### src/rtl/phs_pkg.sv
package phs_pkg;

    localparam int PHS_VAL_W = 12;

    typedef logic signed [PHS_VAL_W-1:0] phs_val_t;

    typedef enum logic [1:0] {
        PM_CENTER   = 2'b00,
        PM_POSITIVE = 2'b01,
        PM_DIRECT   = 2'b10,
        PM_CENTER_B = 2'b11
    } phs_mode_e;

    // lo..hi is the legal window; floor..ceil is the saturation range
    typedef struct packed {
        phs_val_t lo;
        phs_val_t hi;
        phs_val_t floor;
        phs_val_t ceil;
    } phs_bounds_t;

    function automatic phs_bounds_t phs_bounds(input phs_mode_e m,
                                               input int ctr_lim,
                                               input int pos_lim,
                                               input int dir_lim);
        phs_bounds_t b;
        case (m)
            PM_POSITIVE: begin
                b.lo    = phs_val_t'(0);
                b.hi    = phs_val_t'(pos_lim);
                b.floor = phs_val_t'(0);
                b.ceil  = phs_val_t'(pos_lim + 1);
            end
            PM_DIRECT: begin
                b.lo    = phs_val_t'(0);
                b.hi    = phs_val_t'(dir_lim);
                b.floor = phs_val_t'(-1);
                b.ceil  = phs_val_t'(dir_lim + 1);
            end
            default: begin
                b.lo    = phs_val_t'(-ctr_lim);
                b.hi    = phs_val_t'(ctr_lim);
                b.floor = phs_val_t'(-ctr_lim - 1);
                b.ceil  = phs_val_t'(ctr_lim + 1);
            end
        endcase
        return b;
    endfunction

    function automatic logic phs_outside(input phs_val_t v, input phs_bounds_t b);
        return (v < b.lo) || (v > b.hi);
    endfunction

endpackage

### src/rtl/phs_limit_sel.sv
module phs_limit_sel
    import phs_pkg::*;
#(
    parameter int CTR_LIM = 255,
    parameter int POS_LIM = 255,
    parameter int DIR_LIM = 1023
) (
    input  phs_mode_e   mode,
    output phs_bounds_t bounds
);
    always_comb begin
        bounds = phs_bounds(mode, CTR_LIM, POS_LIM, DIR_LIM);
    end
endmodule

### src/rtl/phs_step_unit.sv
module phs_step_unit
    import phs_pkg::*;
(
    input  phs_val_t    cur,
    input  logic        en,
    input  logic        up,
    input  phs_bounds_t bounds,
    output phs_val_t    nxt,
    output logic        nxt_outside
);
    always_comb begin
        nxt = cur;
        if (en) begin
            if (up) begin
                if (cur < bounds.ceil) nxt = cur + phs_val_t'(1);
            end else begin
                if (cur > bounds.floor) nxt = cur - phs_val_t'(1);
            end
        end
        nxt_outside = phs_outside(nxt, bounds);
    end
endmodule

### src/rtl/phs_hold_ctrl.sv
module phs_hold_ctrl #(
    parameter int HOLD_CYC = 40
) (
    input  logic clk,
    input  logic rst,
    input  logic nxt_outside,
    output logic flag
);
    localparam int CNT_W = (HOLD_CYC > 1) ? $clog2(HOLD_CYC) : 1;
    localparam logic [CNT_W-1:0] RELOAD = CNT_W'(HOLD_CYC - 1);

    logic [CNT_W-1:0] hold_cnt;

    always_ff @(posedge clk) begin
        if (rst) begin
            flag     <= 1'b0;
            hold_cnt <= '0;
        end else if (!flag) begin
            if (nxt_outside) begin
                flag     <= 1'b1;
                hold_cnt <= RELOAD;
            end
        end else if (hold_cnt != '0) begin
            hold_cnt <= hold_cnt - 1'b1;
        end else if (!nxt_outside) begin
            flag <= 1'b0;
        end
    end
endmodule

### src/rtl/phs_ovf_tracker.sv
module phs_ovf_tracker
    import phs_pkg::*;
#(
    parameter int VAL_W    = PHS_VAL_W,
    parameter int CTR_LIM  = 255,
    parameter int POS_LIM  = 255,
    parameter int DIR_LIM  = 1023,
    parameter int HOLD_CYC = 40
) (
    input  logic             clk,
    input  logic             rst,
    input  logic [1:0]       mode_sel,
    input  logic             step_en,
    input  logic             step_up,
    output logic [VAL_W-1:0] phase_val,
    output logic             ovf_flag
);
    phs_mode_e   mode_q;
    phs_bounds_t bounds;
    phs_val_t    val_q;
    phs_val_t    val_nxt;
    logic        nxt_outside;

    always_ff @(posedge clk) begin
        if (rst) begin
            mode_q <= phs_mode_e'(mode_sel);
            val_q  <= '0;
        end else begin
            val_q  <= val_nxt;
        end
    end

    phs_limit_sel #(
        .CTR_LIM(CTR_LIM),
        .POS_LIM(POS_LIM),
        .DIR_LIM(DIR_LIM)
    ) u_lim (
        .mode  (mode_q),
        .bounds(bounds)
    );

    phs_step_unit u_step (
        .cur        (val_q),
        .en         (step_en),
        .up         (step_up),
        .bounds     (bounds),
        .nxt        (val_nxt),
        .nxt_outside(nxt_outside)
    );

    phs_hold_ctrl #(
        .HOLD_CYC(HOLD_CYC)
    ) u_hold (
        .clk        (clk),
        .rst        (rst),
        .nxt_outside(nxt_outside),
        .flag       (ovf_flag)
    );

    assign phase_val = VAL_W'(val_q);
endmodule

### config.mk
export PLATFORM = sky130hd
export DESIGN_NAME = phs_ovf_tracker
export DESIGN_NICKNAME = d
export VERILOG_FILES = /design/src/rtl/phs_pkg.sv /design/src/rtl/phs_limit_sel.sv /design/src/rtl/phs_step_unit.sv /design/src/rtl/phs_hold_ctrl.sv /design/src/rtl/phs_ovf_tracker.sv
export SDC_FILE = /design/constraint.sdc
export NUM_CORES = 1
export LEC_CHECK = 0
export ABC_AREA = 0
export BUFFER_PORTS_ARGS = -buffer_cell sky130_fd_sc_hd__buf_2
export CORE_UTILIZATION = 25
export CTS_CLUSTER_SIZE = 12
export DETAILED_ROUTE_END_ITERATION = 6
export RECOVER_POWER = 100
export SETUP_SLACK_MARGIN = 0.02
export SLEW_MARGIN = 20
export SYNTH_ARGS = -nofsm -noshare
export SYNTH_HDL_FRONTEND = slang
export SYNTH_SLANG_ARGS = --single-unit
### constraint.sdc
create_clock -name clk -period 4.4 [get_ports clk]
set_input_delay 0.22 -clock clk [delete_from_list [all_inputs] [get_ports clk]]
set_output_delay 0.22 -clock clk [all_outputs]
set_load 0.03 [all_outputs]
==> impl_metrics.yaml <==
placement:
  numPortBuffers: 18
  gp_congestion: 0.919
  dp_slack_ns: 0.00125
  dp_hpwl_mm: 4.64
logic_synthesis:
  synth_compound_area_share_pct: 22.2
  ys_ff_latch: 21
  synth_top_area_cell: "dfxtp_1"
  synthCells: 263
  synth_top_family_by_area: "simple AND/OR/NAND/NOR gates"
  ys_seq_area_share_pct: 20.8
  synthSimpleGateAreaFrac_pct: 31.5
  synth_edf_count: 2
  syn_area_um2: 2120
  syn_avg_cell_area_um2: 8.04
  async_reset_ff_share_pct: 0
  synth_fa_ha_area_share_pct: 11.8
  ys_warn_count: 0
  synth_most_common_cell: "ha_1"
  synthTopCellsByArea: "dfxtp_1 (18%), ha_1 (12%), xnor2_1 (4.6%)"
  synthXorXnorAreaFrac_pct: 6.21
  synth_nets: 289
  yosys-top-cells-count: "ha_1 (20), dfxtp_1 (19), nor2_1 (19)"
  yosysTopAreaCellShare_pct: 18.0
  synth_ff_type: "dfxtp_1"
  synth_cell_types: 58
  synthMuxAreaShare_pct: 1.89
pwr:
  powerDensity_nw_per_um2: 542
  ir_drop_uv: 197
  power.leakage_nw: 1.01
  design_power_total_mw: 1.35
timing:
  worst_slack_ns: 0.237
  final-max-slew-violation-count: 0
  final.period_utilization_pct: 94.6
  tightest_slew_ns: 1.14
  finalClockSkew_ns: 0.00502
  maxSlewHeadroom_pct: 24.2
  finalHoldViolCount: 0
  setup_viol: 0
  fmax_ghz: 0.240
  period_needed_ns: 4.16
clocking:
  path_clk_slew_ns: 0.08
  cts_buffers: 3
  cts-root-buf: "clkbuf_8"
  ctsHoldBuffers: 0
  cts_buffer_depth: 2
  cts_tree: "yes"
  htree_levels: 1
  cts.sinks: 21
  worstSkewPairLatency_ns: 0.26
floorplanning:
  dieArea_um2: 8840
  placementRows: 33
  die_y_um: 94.0
  start_util_pct: 25.7
  core_um2: 8220
  die_x_um: 94.0
  io_pins: 19
worst_setup_path:
  cp_data_arrival_time_ns: 4.33
  crit_path_end_kind: "register"
  crit_slowest_cell: "or3b_4"
  crit_type: "reg -> reg"
  crit_chain: "inv_1, ha_1, inv_4, ha_1, and3_1, a221oi_2, or3_4, a211o_1, nand4_1, or3b_4, ha_1, inv_1, o21ai_0, o31ai_1, o211a_1, nand4_1, o211a_4, o41ai_2"
  max_stage_delay_ns: 0.42
  cp_max_fo: 9
  crit_required_ns: 4.56
  start_kind: "register"
  worst-path-buf-inv: 3
  cp_top_family: "compound AO/OA/AOI/OAI gates"
  cp_common_cell: "ha_1"
hold_path:
  hold_path.class: "in -> reg"
cells_and_area:
  finalNetCount: 322
  n_antenna_cell: 0
  nFillCells: 870
  syn2layout_area_growth_pct: 18.0
  drive_above_1_share_pct: 16.3
drt:
  drc: 0
  drt_first_pass_iters: 5
  drt_iter0_drc: 321
  wirelength_mm: 5.94
  num_vias: 2095
  viasPerCell: 5.24
  ant_nets: 0
  wire_per_inst_um: 14.8
global_routing:
  grt_pass1_wl_mm: 9.96
  grt_use_total_pct: 14.2
  grt_start_max_net_pins: 27
  grt_pass1_vias: 2029
  gr-total-overflow: 0
  antenna_found_initial: 0
flow_run:
  drv_cap: 0
status:
  outcome: "finished, final reports clean"
-- worst register-to-register path, cell delays in order (launching register included) --
cell	delay, ns
edfxtp_1	0.39
inv_1	0.09
ha_1	0.21
inv_4	0.09
ha_1	0.34
and3_1	0.19
a221oi_2	0.07
or3_4	0.40
a211o_1	0.31
nand4_1	0.10
or3b_4	0.42
ha_1	0.33
inv_1	0.05
o21ai_0	0.07
o31ai_1	0.30
o211a_1	0.19
nand4_1	0.10
o211a_4	0.20
o41ai_2	0.20
-- worst paths after layout --
kind	startpoint	to	slack, ns	depth (start not counted)
hold reg to reg	u_hold.hold_cnt[0]	u_hold.hold_cnt[0]	0.57	1
hold / removal	mode_sel[1]	mode_q[1]	0.13	1
setup reg to reg	mode_q[0]	u_hold.hold_cnt[0]	0.24	18
setup / recovery	mode_q[0]	u_hold.hold_cnt[0]	0.24	18
-- kinds of logic (layout without fill, tap and decap cells) --
logic type	after synthesis	after routing
AOI/OAI and AO/OA	63	63
DFF	21	21
and+or+nand+nor	113	113
xor gates and xnor gates	15	15
adders and majority gates	20	20
muxes	4	4
buffers and inverters	27	59
-- metal layers --
| metal | part of all wire, % | global-route usage, % | vias to the layer above |
|---|---|---|---|
| li1 | - | - | 1044 |
| met1 | 43 | 18.1 | 967 |
| met2 | 48 | 23.8 | 67 |
| met3 | 5.0 | 1.94 | 17 |
| met4 | 3.5 | 6.03 | 0 |
| met5 | 0 | 0 | - |
-- state kept, by name (all words and copies together) (netlist names) --
signal / flops
u_hold.flag: 1
phase_val: 12
mode_q: 2
u_hold.hold_cnt: 6
-- report_power, final --
part	switching [mW]	total, mW	internal [mW]
Combinational	0.514	0.886	0.372
Clock	0.0697	0.133	0.0632
Sequential	0.0838	0.334	0.250
-- layout by cell type (no fill, tap or decap), types with 8 or more instances in the layout --
master / synthesis / routed
dfxtp_1: 19 / 19
nand2_1: 12 / 12
inv_1: 17 / 16
o21ai_0: 13 / 10
nor3_1: 9 / 9
buf_4: 0 / 19
nor2_1: 19 / 19
nand3_1: 17 / 17
clkbuf_1: 6 / 15
ha_1: 20 / 19
nand4_1: 8 / 8
xnor2_1: 11 / 11
a21oi_1: 13 / 12
-- cell type report --
cell class	count	area, µm²	area share (%)
timing repair buffer	38	219	8.77
sequential	21	440	17.6
multi-input combinational	215	1590	63.8
clock inverter	1	5.00	0.201
inverter	17	66.3	2.66
tap	105	131	5.26
clock buffer	3	41.3	1.65
-- per-stage QoR --
| stage | util (%) | cell area (µm²) | hold WS [ns] | instances | setup TNS, ns |
|---|---|---|---|---|---|
| 4_1_cts | 29.5 | 2420 | 0.118 | 392 | 0 |
| 2_1_floorplan | - | 2120 | 0.319 | 263 | 0 |
| 3_5_place_dp | 28.9 | 2370 | 0.399 | 388 | 0 |
| 3_3_place_gp | 28.9 | 2370 | 0.405 | 388 | 0 |
| 5_1_grt | 30.4 | 2500 | 0.113 | 400 | -0.00718 |
| 6_report | 30.4 | 2500 | 0.130 | 400 | 0 |
-- timing repair --
action,CTS,global route
resized for setup,1,10
endpoints found under the setup margin,1,7
setup buffers,0,8
pin swaps,0,6
(Power assumes the default switching activity.)
